[config.mk]
export PLATFORM = sky130hd
export DESIGN_NAME = crc_bytefold
export DESIGN_NICKNAME = d
export VERILOG_FILES = /design/src/rtl/crc_bytefold_pkg.sv /design/src/rtl/crc_fold_net.sv /design/src/rtl/crc_rem_reg.sv /design/src/rtl/crc_read_mux.sv /design/src/rtl/crc_bytefold.sv
export SDC_FILE = /design/constraint.sdc
export NUM_CORES = 1
export LEC_CHECK = 0
export BUFFER_PORTS_ARGS = -buffer_cell sky130_fd_sc_hd__buf_2
export CORE_MARGIN = 3
export CORE_UTILIZATION = 55
export CTS_BUF_LIST = sky130_fd_sc_hd__clkbuf_4 sky130_fd_sc_hd__clkbuf_8 sky130_fd_sc_hd__clkbuf_16
export DETAILED_ROUTE_END_ITERATION = 12
export GPL_TIMING_DRIVEN = 0
export HOLD_SLACK_MARGIN = 0.02
export MAX_ROUTING_LAYER = met4
export PLACE_DENSITY_LB_ADDON = 0.05
export SLEW_MARGIN = 20
export SYNTH_ARGS = -nofsm -noshare
export SYNTH_HDL_FRONTEND = slang
export SYNTH_SLANG_ARGS = --single-unit
[constraint.sdc]
create_clock -name clk -period 2.99 [get_ports clk]
set_input_delay 0 -clock clk [delete_from_list [all_inputs] [get_ports clk]]
set_output_delay 0 -clock clk [all_outputs]
set_load 0.05 [all_outputs]
[src/rtl/crc_bytefold_pkg.sv]
package crc_bytefold_pkg;

   // Variants of the byte-wide next-state network
   localparam int FOLD_FACTORED = 0;
   localparam int FOLD_BITWISE  = 1;

   // Reflected CCITT polynomial and its start value
   localparam logic [15:0] CCITT_REFL_POLY = 16'h8408;
   localparam logic [15:0] CCITT_INIT      = 16'hFFFF;

endpackage

[src/rtl/crc_fold_net.sv]
module crc_fold_net #(
   parameter int          CRC_W      = 16,
   parameter int          BYTE_W     = 8,
   parameter logic [15:0] POLY       = crc_bytefold_pkg::CCITT_REFL_POLY,
   parameter int          FOLD_STYLE = crc_bytefold_pkg::FOLD_FACTORED
) (
   input  logic [CRC_W-1:0]  rem_i,
   input  logic [BYTE_W-1:0] byte_i,
   output logic [CRC_W-1:0]  rem_o
);

   localparam int HALF = BYTE_W / 2;

   generate
      if (FOLD_STYLE == crc_bytefold_pkg::FOLD_FACTORED) begin : g_factored
         if (CRC_W != 16 || BYTE_W != 8 || POLY != 16'h8408) begin : g_bad
            $error("factored fold network needs 16-bit CCITT 0x8408 with 8-bit bytes");
         end
         logic [BYTE_W-1:0] mix;
         logic [BYTE_W-1:0] term;   // eight shared terms
         always_comb begin
            mix   = rem_i[BYTE_W-1:0] ^ byte_i;
            term  = mix ^ {mix[HALF-1:0], {HALF{1'b0}}};
            rem_o = {term, rem_i[CRC_W-1:BYTE_W]}
                  ^ {{(CRC_W-HALF){1'b0}}, term[BYTE_W-1:HALF]}
                  ^ {5'b0, term, 3'b0};
         end
      end else if (FOLD_STYLE == crc_bytefold_pkg::FOLD_BITWISE) begin : g_bitwise
         always_comb begin
            logic [CRC_W-1:0] acc;
            logic             fb;
            acc = rem_i;
            for (int i = 0; i < BYTE_W; i++) begin
               fb  = acc[0] ^ byte_i[i];
               acc = acc >> 1;
               if (fb) acc = acc ^ POLY[CRC_W-1:0];
            end
            rem_o = acc;
         end
      end else begin : g_bad_style
         $error("unknown FOLD_STYLE");
      end
   endgenerate

endmodule

[src/rtl/crc_rem_reg.sv]
module crc_rem_reg #(
   parameter int             CRC_W = 16,
   parameter logic [CRC_W-1:0] INIT = '1
) (
   input  logic             clk,
   input  logic             preset_n,
   input  logic             load_en,
   input  logic [CRC_W-1:0] nxt_i,
   output logic [CRC_W-1:0] rem_q
);

   always_ff @(posedge clk) begin
      if (!preset_n)    rem_q <= INIT;    // preset beats a data update
      else if (load_en) rem_q <= nxt_i;
   end

endmodule

[src/rtl/crc_read_mux.sv]
module crc_read_mux #(
   parameter int BYTE_W = 8
) (
   input  logic [2*BYTE_W-1:0] rem_i,
   input  logic                sel_lo_n,
   input  logic                sel_hi_n,
   output logic [BYTE_W-1:0]   bus_o,
   output logic                oe_o
);

   always_comb begin
      oe_o = !sel_lo_n || !sel_hi_n;
      if (!sel_lo_n)      bus_o = rem_i[BYTE_W-1:0];
      else if (!sel_hi_n) bus_o = rem_i[2*BYTE_W-1:BYTE_W];
      else                bus_o = '0;
   end

endmodule

[src/rtl/crc_bytefold.sv]
module crc_bytefold #(
   parameter int          CRC_W      = 16,
   parameter int          BYTE_W     = 8,
   parameter logic [15:0] POLY       = crc_bytefold_pkg::CCITT_REFL_POLY,
   parameter logic [15:0] INIT       = crc_bytefold_pkg::CCITT_INIT,
   parameter int          FOLD_STYLE = crc_bytefold_pkg::FOLD_FACTORED
) (
   input  logic              clk,
   input  logic              preset_n,
   input  logic              byte_vld,
   input  logic [BYTE_W-1:0] din,
   input  logic              sel_lo_n,
   input  logic              sel_hi_n,
   output logic [BYTE_W-1:0] bus_out,
   output logic              bus_oe
);

   localparam int RD_W = CRC_W / 2;

   generate
      if (CRC_W != 2 * BYTE_W) begin : g_width_chk
         $error("remainder must be exactly two bus bytes wide");
      end
      if (CRC_W > 16) begin : g_poly_chk
         $error("POLY and INIT parameters hold at most 16 bits");
      end
   endgenerate

   logic [CRC_W-1:0] crc_q;
   logic [CRC_W-1:0] crc_nxt;

   crc_fold_net #(
      .CRC_W(CRC_W), .BYTE_W(BYTE_W), .POLY(POLY), .FOLD_STYLE(FOLD_STYLE)
   ) u_fold (
      .rem_i(crc_q), .byte_i(din), .rem_o(crc_nxt)
   );

   crc_rem_reg #(
      .CRC_W(CRC_W), .INIT(INIT[CRC_W-1:0])
   ) u_rem (
      .clk(clk), .preset_n(preset_n), .load_en(byte_vld),
      .nxt_i(crc_nxt), .rem_q(crc_q)
   );

   crc_read_mux #(
      .BYTE_W(RD_W)
   ) u_rd (
      .rem_i(crc_q), .sel_lo_n(sel_lo_n), .sel_hi_n(sel_hi_n),
      .bus_o(bus_out), .oe_o(bus_oe)
   );

endmodule

==> impl_results.html, run 1 <==
<table>
<tr><th>Metric</th><th>Value</th></tr>
<tr><th colspan="2">Cells and area</th></tr>
<tr><td>Area of all placed cells without fillers</td><td>approximately 1200 um2</td></tr>
<tr><td>Number of flip-flops under the largest register name</td><td>16</td></tr>
<tr><td>Nets</td><td>approximately 140</td></tr>
<tr><td>Area Growth Syn to Fin</td><td>16.8%</td></tr>
<tr><td>Biggest registers after layout</td><td>u_rem.rem_q: 16 flops</td></tr>
<tr><td>Register name with the most flops</td><td>u_rem.rem_q</td></tr>
<tr><td>Fraction of final layout cells sized beyond drive strength 1</td><td>a little under a quarter</td></tr>
<tr><td># diodes</td><td>0</td></tr>
<tr><th colspan="2">Timing</th></tr>
<tr><td>Pin slew with the least headroom to its limit</td><td>just over 0.5 ns</td></tr>
<tr><td>Setup repair after global routing missed its margin</td><td>no</td></tr>
<tr><td>Worst setup skew after layout</td><td>about 0.0053 ns</td></tr>
<tr><td>Setup-violating endpoint count in the final report</td><td>0</td></tr>
<tr><td>Max-Slew Margin vs Limit</td><td>~66%</td></tr>
<tr><td>Crit share post-route</td><td>47.8%</td></tr>
<tr><td>Fmax</td><td>between 700 and 800 MHz</td></tr>
<tr><td>Post-route setup TNS</td><td>0 ns</td></tr>
<tr><td>Hold violation count in the final report</td><td>0</td></tr>
<tr><td>Minimum clock period after layout</td><td>between 1 and 1.5 ns</td></tr>
<tr><td>Final-report max-slew violation count</td><td>0</td></tr>
<tr><td>Hold WS</td><td>roughly 0.048 ns</td></tr>
<tr><td>Post-route worst setup slack</td><td>between 1.5 and 2 ns</td></tr>
<tr><th colspan="2">Synth</th></tr>
<tr><td>Top cells by area, synth</td><td>sky130_fd_sc_hd__dfxtp_1, sky130_fd_sc_hd__xnor3_1, sky130_fd_sc_hd__xnor2_1</td></tr>
<tr><td>Count of yosys warnings during synthesis</td><td>0</td></tr>
<tr><td>Most frequent cells after synthesis</td><td>sky130_fd_sc_hd__dfxtp_1, sky130_fd_sc_hd__o21ai_0, sky130_fd_sc_hd__inv_1, sky130_fd_sc_hd__nand2_1</td></tr>
<tr><td>Async set-or-reset flop fraction in the synthesized netlist</td><td>0%</td></tr>
<tr><td>Proportion of synthesized chip area in sequential cells</td><td>between 30% and 40%</td></tr>
<tr><td>Cell with the most instances after synthesis</td><td>sky130_fd_sc_hd__dfxtp_1</td></tr>
<tr><td>Post-synth top area cell</td><td>sky130_fd_sc_hd__dfxtp_1</td></tr>
<tr><td>Unique cell type count in the Yosys netlist</td><td>21</td></tr>
<tr><td>Number of nets in the synthesized netlist</td><td>118</td></tr>
<tr><td>Flip-flop and latch count after synthesis</td><td>16</td></tr>
<tr><td>Portion of synthesized cell area occupied by the leading cell type</td><td>30.3%</td></tr>
<tr><td>Mean cell area of the mapped netlist</td><td>~10 um2</td></tr>
<tr><td>Count of mapped cells out of synthesis</td><td>105</td></tr>
<tr><td>Post-synth design cell area</td><td>about 1100 um2</td></tr>
<tr><td>Dominant register cell in the synthesized netlist</td><td>sky130_fd_sc_hd__dfxtp_1</td></tr>
<tr><td>Number of synthesized flops with an enable pin</td><td>0</td></tr>
<tr><th colspan="2">Floorplan</th></tr>
<tr><td>Row count</td><td>15</td></tr>
<tr><td>Boundary pin count</td><td>22</td></tr>
<tr><td>Y dimension of the die</td><td>between 40 and 50 um</td></tr>
<tr><td>Die Span X</td><td>~50 um</td></tr>
<tr><td>Core region area</td><td>approximately 1800 um2</td></tr>
<tr><td>Starting Density</td><td>between 50% and 60%</td></tr>
<tr><td>DIE AREA</td><td>2480 um2</td></tr>
<tr><th colspan="2">Worst setup path</th></tr>
<tr><td>Crit path max fanout</td><td>5</td></tr>
<tr><td>Startpoint types</td><td>flop</td></tr>
<tr><td>Worst stage delay on the critical path</td><td>0.49 ns</td></tr>
<tr><td>Critical Setup Path Class</td><td>flop to flop</td></tr>
<tr><td>Cell family with the largest share of critical-path delay</td><td>XOR/XNOR gates</td></tr>
<tr><td>Critical-path cell with the highest stage delay</td><td>sky130_fd_sc_hd__xor3_1</td></tr>
<tr><td>Arrival time reported for the critical path endpoint</td><td>between 1.5 and 2 ns</td></tr>
<tr><td>Buffers &amp; Inverters on Critical Path</td><td>0</td></tr>
<tr><td>CP cell instances</td><td>xnor2_2 &gt; xor3_1 &gt; a22oi_1</td></tr>
<tr><td>Required time of the critical path</td><td>~3.2 ns</td></tr>
<tr><td>Crit. End Element</td><td>flop</td></tr>
<tr><th colspan="2">Drt</th></tr>
<tr><td>DRC Markers</td><td>0</td></tr>
<tr><td>First-pass iteration count of the detailed router</td><td>4</td></tr>
<tr><td>Count of nets left with antenna violations after detail routing</td><td>0</td></tr>
<tr><td>First DRT Iteration DRCs</td><td>10</td></tr>
<tr><td>Average vias per placed instance</td><td>approximately 5.3</td></tr>
<tr><td>Via count</td><td>817</td></tr>
<tr><td>Routed wire per std cell</td><td>about 14 um</td></tr>
<tr><td>Overall routed net length</td><td>between 2 and 2.5 mm</td></tr>
<tr><th colspan="2">Power and ir drop</th></tr>
<tr><td>Sequential Power Share</td><td>34.8%</td></tr>
<tr><td>Final total power</td><td>just over 800 uW</td></tr>
<tr><td>Worst-case vdd ir drop</td><td>between 0.3 and 0.4 mV</td></tr>
<tr><td>Combinational cell fraction of total power</td><td>between 40 and 50%</td></tr>
<tr><td>Reported leakage power</td><td>between 0.6 and 0.7 nW</td></tr>
<tr><td>Switching power as a share of total power</td><td>between 30% and 40%</td></tr>
<tr><td>Portion of total power attributed to the clock network</td><td>a little under a fifth</td></tr>
<tr><td>Switch Pwr</td><td>295 uW</td></tr>
<tr><td>Internal power</td><td>around 530 uW</td></tr>
<tr><td>Cell Pwr Density</td><td>roughly 670 nW/um2</td></tr>
<tr><th colspan="2">GRT</th></tr>
<tr><td>First-pass GRT wire length</td><td>approximately 3.6 mm</td></tr>
<tr><td>Largest net degree at the start of global routing</td><td>11</td></tr>
<tr><td>Overflow left after global routing</td><td>0</td></tr>
<tr><td>Global Route Usage Sum</td><td>approximately 20%</td></tr>
<tr><td>Number of global-route vias before repair</td><td>around 780</td></tr>
<tr><td>Initial antenna violation count</td><td>0</td></tr>
<tr><th colspan="2">Place</th></tr>
<tr><td>Number of port buffers</td><td>20</td></tr>
<tr><td>Detail Placement HPWL</td><td>between 1.5 and 2 mm</td></tr>
<tr><td>Instance area after placement</td><td>about 1200 um2</td></tr>
<tr><td>Post-placement setup slack</td><td>1.60 ns</td></tr>
<tr><td>Weighted congestion at the end of routability-driven global placement</td><td>0.772</td></tr>
<tr><th colspan="2">CTS</th></tr>
<tr><td>Clock tree from TritonCTS</td><td>built</td></tr>
<tr><td>Buffer levels on the longest clock path</td><td>2</td></tr>
<tr><td>Number of buffers inserted during clock tree synthesis</td><td>3</td></tr>
<tr><td>CTS hold repair buffers</td><td>1</td></tr>
<tr><td>Buffer type at the clock tree root</td><td>sky130_fd_sc_hd__clkbuf_4</td></tr>
<tr><td># resized after CTS</td><td>0</td></tr>
<tr><td>H-tree Lvls</td><td>1</td></tr>
<tr><td>Clk_lat worst skew</td><td>roughly 0.3 ns</td></tr>
<tr><td>Number of buffers inserted by post-CTS setup repair</td><td>0</td></tr>
<tr><td>Number of clock sinks seen by CTS</td><td>16</td></tr>
<tr><td>Clock transition at the registers of the reported paths</td><td>0.10 ns</td></tr>
<tr><th colspan="2">Worst hold path</th></tr>
<tr><td>HP Class</td><td>input pin to flop</td></tr>
<tr><th colspan="2">Outcome</th></tr>
<tr><td>Outcome</td><td>finished, final reports clean</td></tr>
<tr><th colspan="2">Job</th></tr>
<tr><td>Maxcap violations</td><td>0</td></tr>
</table>
==> metrics by stage <==
step | cells | utilization [%]
floorplan | 105 | -
global placement | 150 | 67.4
detailed placement | 150 | 67.4
CTS | 155 | 70.0
global route | 155 | 70.0
finish | 155 | 70.0
==> tightest hold or removal path: cells and delay by family <==
kind | cells | cell delay, ns
AO/OA/AOI/OAI | 1 | 0.08
buffers and inverters | 1 | 0.13
AND/OR/NAND/NOR | 1 | 0.09
==> power by group through the flow <==
| stage | clock network (mW) | logic (mW) | registers [mW] |
|---|---|---|---|
| floorplan | 0 | 0.330 | 0.286 |
| global placement | 0 | 0.382 | 0.291 |
| detailed placement | 0 | 0.388 | 0.294 |
| CTS | 0.153 | 0.393 | 0.289 |
| global route | 0.160 | 0.419 | 0.295 |
| finish | 0.150 | 0.390 | 0.289 |
==> worst paths after layout <==
kind / startpoint / end / slack (ns) / cells after the start
max: u_rem.rem_q[2] / u_rem.rem_q[9] / 1.56 / 3
min: byte_vld / u_rem.rem_q[8] / 0.05 / 3
max reg2reg: u_rem.rem_q[2] / u_rem.rem_q[9] / 1.56 / 3
min reg2reg: u_rem.rem_q[5] / u_rem.rem_q[5] / 0.53 / 2
==> kinds of logic (layout without fill, tap and decap cells) <==
group	Yosys count	count (layout)	synth area share, %
AO/OA/AOI/OAI	28	28	17.8
flip-flops	16	16	30.3
buffers and inverters	14	39	4.97
AND/OR/NAND/NOR	23	23	11.2
XOR/XNOR	24	24	35.7
==> final cells by class <==
type	count	area (um2)
Clock buffer	4	36.3
Multi-Input combinational cell	75	684
Sequential cell	16	320
Timing Repair Buffer	21	110
Buffer	5	18.8
Fill cell	165	529
Tap cell	25	31.3
Inverter	9	33.8
==> layer usage <==
layer	part of all wire, %	global-route usage (%)	routed length (um)
met2	47	32.2	1040
met4	2.2	9.68	48
met3	4.7	3.63	104
met1	46	25.3	1020
met5	0	-	0
==> layout by cell type, fill, tap and decap left out <==
| cell | n |
|---|---|
| sky130_fd_sc_hd__a21boi_0 | 4 |
| sky130_fd_sc_hd__o211ai_2 | 1 |
| sky130_fd_sc_hd__nand2_1 | 9 |
| sky130_fd_sc_hd__clkbuf_1 | 4 |
| sky130_fd_sc_hd__xnor3_1 | 7 |
| sky130_fd_sc_hd__inv_1 | 9 |
| sky130_fd_sc_hd__xor2_1 | 3 |
| sky130_fd_sc_hd__xor3_1 | 2 |
| sky130_fd_sc_hd__a22oi_1 | 2 |
| sky130_fd_sc_hd__xnor2_4 | 1 |
| sky130_fd_sc_hd__buf_1 | 1 |
| sky130_fd_sc_hd__nand3b_1 | 8 |
| sky130_fd_sc_hd__nor2_1 | 5 |
| sky130_fd_sc_hd__dfxtp_1 | 16 |
| sky130_fd_sc_hd__clkbuf_8 | 1 |
| sky130_fd_sc_hd__dlygate4sd3_1 | 1 |
| sky130_fd_sc_hd__xnor2_2 | 2 |
| sky130_fd_sc_hd__xor2_2 | 1 |
| sky130_fd_sc_hd__o211ai_1 | 7 |
| sky130_fd_sc_hd__o21ai_0 | 13 |
| sky130_fd_sc_hd__and2_1 | 1 |
| sky130_fd_sc_hd__clkbuf_4 | 3 |
| sky130_fd_sc_hd__a22oi_2 | 1 |
| sky130_fd_sc_hd__xnor2_1 | 8 |
| sky130_fd_sc_hd__buf_2 | 20 |
(Power assumes the default switching activity.)
==> run 2: changes to the inputs <==
--- a/config.mk
+++ b/config.mk
@@ -5,9 +5,10 @@
 export SDC_FILE = /design/constraint.sdc
 export NUM_CORES = 1
 export LEC_CHECK = 0
+export ABC_AREA = 1
 export BUFFER_PORTS_ARGS = -buffer_cell sky130_fd_sc_hd__buf_2
 export CORE_MARGIN = 3
-export CORE_UTILIZATION = 55
+export CORE_UTILIZATION = 48
 export CTS_BUF_LIST = sky130_fd_sc_hd__clkbuf_4 sky130_fd_sc_hd__clkbuf_8 sky130_fd_sc_hd__clkbuf_16
 export DETAILED_ROUTE_END_ITERATION = 12
 export GPL_TIMING_DRIVEN = 0
==> constraint.sdc (replaced) <==
create_clock -name clk -period 1.3 [get_ports clk]
set_input_delay 0 -clock clk [delete_from_list [all_inputs] [get_ports clk]]
set_output_delay 0 -clock clk [all_outputs]
set_load 0.05 [all_outputs]
==> run 2 against run 1 <==
  * Final cell count is 53% higher
  * Synthesized cell count is 76% higher
  * Sequential cell count did not move
  * Via count up 47%
  * Setup slack worse by 1.5 ns
  * Clock-buffer cell count did not move
  * Clock power rose by 130%
  * Highest routed layer unchanged
  * Register-to-register slack lost 1.4 ns
  * Critical path type is now flop to output port
  * Critical endpoint is now bus_out[7]
  * Hold slack better by 0.080 ns
  * Largest power group is now sequential cells
==> impl_results.html, run 2 <==
<table>
<tr><th>Metric</th><th>Value</th></tr>
<tr><th colspan="2">Outcome</th></tr>
<tr><td>Outcome</td><td>finished, final reports clean</td></tr>
<tr><th colspan="2">Floorplan</th></tr>
<tr><td>Die Span X</td><td>53.2 um (+6.8%)</td></tr>
<tr><td>Boundary pin count</td><td>22 (unchanged)</td></tr>
<tr><td>Row count</td><td>16 (+1)</td></tr>
<tr><td>Core region area</td><td>2040 um2 (+16%)</td></tr>
<tr><td>Starting Density</td><td>52.5% (-7.5 points)</td></tr>
<tr><td>Y dimension of the die</td><td>53.2 um (+6.8%)</td></tr>
<tr><td>DIE AREA</td><td>2830 um2 (+14%)</td></tr>
<tr><th colspan="2">Worst setup path</th></tr>
<tr><td>Crit. End Element</td><td>output port</td></tr>
<tr><td>Flop2flop setup slack</td><td>0.20 ns (-1.36 ns)</td></tr>
<tr><td>Worst stage delay on the critical path</td><td>0.39 ns (-0.10 ns)</td></tr>
<tr><td>Required time of the critical path</td><td>1.30 ns (-1.92 ns)</td></tr>
<tr><td>Startpoint types</td><td>flop</td></tr>
<tr><td>Critical Setup Path Class</td><td>flop to output port</td></tr>
<tr><td>CP cell instances</td><td>inv_1 &gt; o22ai_1 &gt; buf_2</td></tr>
<tr><td>Crit path max fanout</td><td>4 (-1)</td></tr>
<tr><td>Termination of the worst setup path</td><td>bus_out[7]</td></tr>
<tr><td>Critical-path cell with the highest stage delay</td><td>sky130_fd_sc_hd__dfxtp_1</td></tr>
<tr><td>Number of cells on the worst reg-to-reg path</td><td>9 (+6)</td></tr>
<tr><td>Launch point of the worst reg-to-reg path</td><td>u_rem.rem_q[3]</td></tr>
<tr><td>Arrival time reported for the critical path endpoint</td><td>1.20 ns (-0.45 ns)</td></tr>
<tr><td>Destination of the worst register-to-register timing path</td><td>u_rem.rem_q[3]</td></tr>
<tr><td>Critical Path Source</td><td>u_rem.rem_q[7]</td></tr>
<tr><th colspan="2">Power and ir drop</th></tr>
<tr><td>Reported leakage power</td><td>0.759 nW (+25%)</td></tr>
<tr><td>Final total power</td><td>1.43 mW (+72%)</td></tr>
<tr><td>Cell Pwr Density</td><td>1140 nW/um2 (+69%)</td></tr>
<tr><td>Worst-case vdd ir drop</td><td>0.696 mV (+85%)</td></tr>
<tr><th colspan="2">Timing</th></tr>
<tr><td>Crit share post-route</td><td>approximately 90%</td></tr>
<tr><td>Hold violation count in the final report</td><td>0 (unchanged)</td></tr>
<tr><td>Minimum clock period after layout</td><td>~1.2 ns</td></tr>
<tr><td>Fmax</td><td>approximately 830 MHz</td></tr>
<tr><td>Final-report max-slew violation count</td><td>0 (unchanged)</td></tr>
<tr><td>Setup repair after global routing missed its margin</td><td>no</td></tr>
<tr><td>Setup-violating endpoint count in the final report</td><td>0 (unchanged)</td></tr>
<tr><td>Post-route setup TNS</td><td>0 ns (unchanged)</td></tr>
<tr><td>Hold WS</td><td>0.129 ns (+0.0804 ns)</td></tr>
<tr><td>Worst setup skew after layout</td><td>0.00791 ns (+0.00264 ns)</td></tr>
<tr><td>Max-Slew Margin vs Limit</td><td>66.9% (+1.1 points)</td></tr>
<tr><td>Pin slew with the least headroom to its limit</td><td>0.497 ns (-0.0162 ns)</td></tr>
<tr><th colspan="2">Synth</th></tr>
<tr><td>Post-synth design cell area</td><td>1070 um2 (+1.3%)</td></tr>
<tr><td>Flip-flop and latch count after synthesis</td><td>16 (unchanged)</td></tr>
<tr><td>Count of mapped cells out of synthesis</td><td>185 (+76%)</td></tr>
<tr><td>Number of synthesized flops with an enable pin</td><td>0 (unchanged)</td></tr>
<tr><td>Mean cell area of the mapped netlist</td><td>5.79 um2 (-43%)</td></tr>
<tr><td>Number of nets in the synthesized netlist</td><td>198 (+68%)</td></tr>
<tr><td>Dominant register cell in the synthesized netlist</td><td>sky130_fd_sc_hd__dfxtp_1</td></tr>
<tr><td>Proportion of synthesized chip area in sequential cells</td><td>29.9% (-0.39 points)</td></tr>
<tr><td>Count of yosys warnings during synthesis</td><td>0 (unchanged)</td></tr>
<tr><td>Async set-or-reset flop fraction in the synthesized netlist</td><td>0% (unchanged)</td></tr>
<tr><td>Cell with the most instances after synthesis</td><td>sky130_fd_sc_hd__nand2_1</td></tr>
<tr><td>Unique cell type count in the Yosys netlist</td><td>15 (-29%)</td></tr>
<tr><td>Top cells by area, synth</td><td>sky130_fd_sc_hd__dfxtp_1, sky130_fd_sc_hd__nand2_1, sky130_fd_sc_hd__nand3_1</td></tr>
<tr><td>Most frequent cells after synthesis</td><td>sky130_fd_sc_hd__nand2_1, sky130_fd_sc_hd__inv_1, sky130_fd_sc_hd__nand3_1</td></tr>
<tr><td>Post-synth top area cell</td><td>sky130_fd_sc_hd__dfxtp_1</td></tr>
<tr><td>Portion of synthesized cell area occupied by the leading cell type</td><td>29.9% (-0.39 points)</td></tr>
<tr><th colspan="2">GRT</th></tr>
<tr><td>GR peak layer</td><td>met2</td></tr>
<tr><td>Initial antenna violation count</td><td>0 (unchanged)</td></tr>
<tr><td>Number of global-route vias before repair</td><td>1,094 (+41%)</td></tr>
<tr><td>Global Route Usage Sum</td><td>22.9% (+2.5 points)</td></tr>
<tr><td>First-pass GRT wire length</td><td>4.62 mm (+27%)</td></tr>
<tr><td>Met1 usage in global routing</td><td>28.5% (+3.2 points)</td></tr>
<tr><td>Met2 usage in global routing</td><td>37.6% (+5.4 points)</td></tr>
<tr><td>Largest net degree at the start of global routing</td><td>11 (unchanged)</td></tr>
<tr><td>Met3 Resource Use GR</td><td>2.54% (-1.1 points)</td></tr>
<tr><td>Overflow left after global routing</td><td>0 (unchanged)</td></tr>
<tr><th colspan="2">CTS</th></tr>
<tr><td>Clock transition at the registers of the reported paths</td><td>0.10 ns (about the same)</td></tr>
<tr><td>Buffer levels on the longest clock path</td><td>2 (unchanged)</td></tr>
<tr><td>Number of clock sinks seen by CTS</td><td>16 (unchanged)</td></tr>
<tr><td>Clock tree from TritonCTS</td><td>built</td></tr>
<tr><td># resized after CTS</td><td>0 (unchanged)</td></tr>
<tr><td>Number of buffers inserted during clock tree synthesis</td><td>3 (unchanged)</td></tr>
<tr><td>Clk_lat worst skew</td><td>0.30 ns (about the same)</td></tr>
<tr><td>H-tree Lvls</td><td>1 (unchanged)</td></tr>
<tr><td>Buffer type at the clock tree root</td><td>sky130_fd_sc_hd__clkbuf_4</td></tr>
<tr><th colspan="2">Worst hold path</th></tr>
<tr><td>HP Class</td><td>input pin to flop</td></tr>
<tr><th colspan="2">Drt</th></tr>
<tr><td>Count of nets left with antenna violations after detail routing</td><td>0 (unchanged)</td></tr>
<tr><td>DRC Markers</td><td>0 (unchanged)</td></tr>
<tr><td>Average vias per placed instance</td><td>5.08 (-3.7%)</td></tr>
<tr><td>Via count</td><td>1,203 (+47%)</td></tr>
<tr><td>Overall routed net length</td><td>2.55 mm (+15%)</td></tr>
<tr><td>First-pass iteration count of the detailed router</td><td>4 (unchanged)</td></tr>
<tr><td>Routed wire per std cell</td><td>10.7 um (-25%)</td></tr>
<tr><td>First DRT Iteration DRCs</td><td>22 (+12)</td></tr>
<tr><th colspan="2">Cells and area</th></tr>
<tr><td>Nets</td><td>224 (+56%)</td></tr>
<tr><td>Register name with the most flops</td><td>u_rem.rem_q</td></tr>
<tr><td>Area of combinational cells with multiple inputs</td><td>588 um2 (-14%)</td></tr>
<tr><td>Most common library cell in the layout ignoring fill and taps</td><td>sky130_fd_sc_hd__nand2_1</td></tr>
<tr><td>Number of standard cells in the final layout excluding fillers</td><td>237 (+53%)</td></tr>
<tr><td># diodes</td><td>0 (unchanged)</td></tr>
<tr><td>Area Growth Syn to Fin</td><td>17.3%</td></tr>
<tr><td>Filler instances</td><td>226 (+37%)</td></tr>
<tr><td>Highest-count cells in the layout ignoring fill and taps</td><td>sky130_fd_sc_hd__nand2_1, sky130_fd_sc_hd__inv_1, sky130_fd_sc_hd__nand3_1</td></tr>
<tr><td>Combined flip-flop and latch cell area</td><td>320 um2 (unchanged)</td></tr>
<tr><td>Biggest registers after layout</td><td>u_rem.rem_q: 16 flops</td></tr>
<tr><td>Number of flip-flops under the largest register name</td><td>16 (unchanged)</td></tr>
<tr><td>Fraction of final layout cells sized beyond drive strength 1</td><td>16.2% (-6.9 points)</td></tr>
<tr><th colspan="2">Place</th></tr>
<tr><td>Weighted congestion at the end of routability-driven global placement</td><td>0.907 (+18%)</td></tr>
<tr><td>Number of port buffers</td><td>19 (-5.0%)</td></tr>
<tr><td>Placed cell count</td><td>231 (+54%)</td></tr>
<tr><td>Detail Placement HPWL</td><td>1.93 mm (+24%)</td></tr>
<tr><th colspan="2">Job</th></tr>
<tr><td>Maxcap violations</td><td>0 (unchanged)</td></tr>
</table>
[run 2: cell families after synthesis]
| family | synth area share [%] |
|---|---|
| compound gates | 15.0 |
| flops | 29.9 |
| simple gates | 40.0 |
| buf+inv | 15.2 |
[run 2: worst min path at each step]
stage | depth (start not counted) | endpoint | start
2_1_floorplan | 1 | u_rem.rem_q[12] | preset_n
3_5_place_dp | 2 | u_rem.rem_q[6] | preset_n
4_1_cts | 4 | u_rem.rem_q[11] | din[3]
5_1_grt | 4 | u_rem.rem_q[11] | din[3]
3_3_place_gp | 2 | u_rem.rem_q[14] | preset_n
6_report | 4 | u_rem.rem_q[11] | din[3]
[run 2: what timing repair did]
| action | CTS | global route |
|---|---|---|
| hold endpoints to repair | 4 | 0 |
| hold buffers | 2 | 0 |
| setup buffers | 0 | 0 |
[run 2: metal layers]
metal | routed length, um | share of wire, %
met5 | 0 | 0
met4 | 44 | 1.7
met3 | 143 | 5.6
met2 | 1180 | 46
met1 | 1180 | 46
[run 2: worst max-delay path: cells and delay by family, from the launching register on]
family                 cells  cell delay (ns)
DFF                        1             0.39
AOI/OAI and AO/OA          1             0.14
buffers and inverters      2             0.38
[run 2: area by class of cell]
type	instances	area share, %
Multi-Input combinational cell	131	46.8
Sequential cell	16	25.5
Inverter	33	9.86
Timing Repair Buffer	21	9.16
Tap cell	27	2.69
Clock buffer	4	2.89
Buffer	5	3.09
[run 2: through the flow]
stage                     cell area (um2)  utilization (%)  worst slack [ns]
after floorplan                      1070                -             0.123
after global placement               1200             58.8             0.251
after detailed placement             1200             58.8             0.215
after CTS                            1260             61.5             0.103
after global routing                 1260             61.5            0.0336
final                                1260             61.5            0.0981
[run 2: where the power goes]
group / switching [mW] / total, mW / leakage (nW) / internal [mW]
sequential: 0.0345 / 0.572 / 0.133 / 0.537
combinational: 0.353 / 0.516 / 0.605 / 0.163
clock: 0.170 / 0.341 / 0.0210 / 0.171
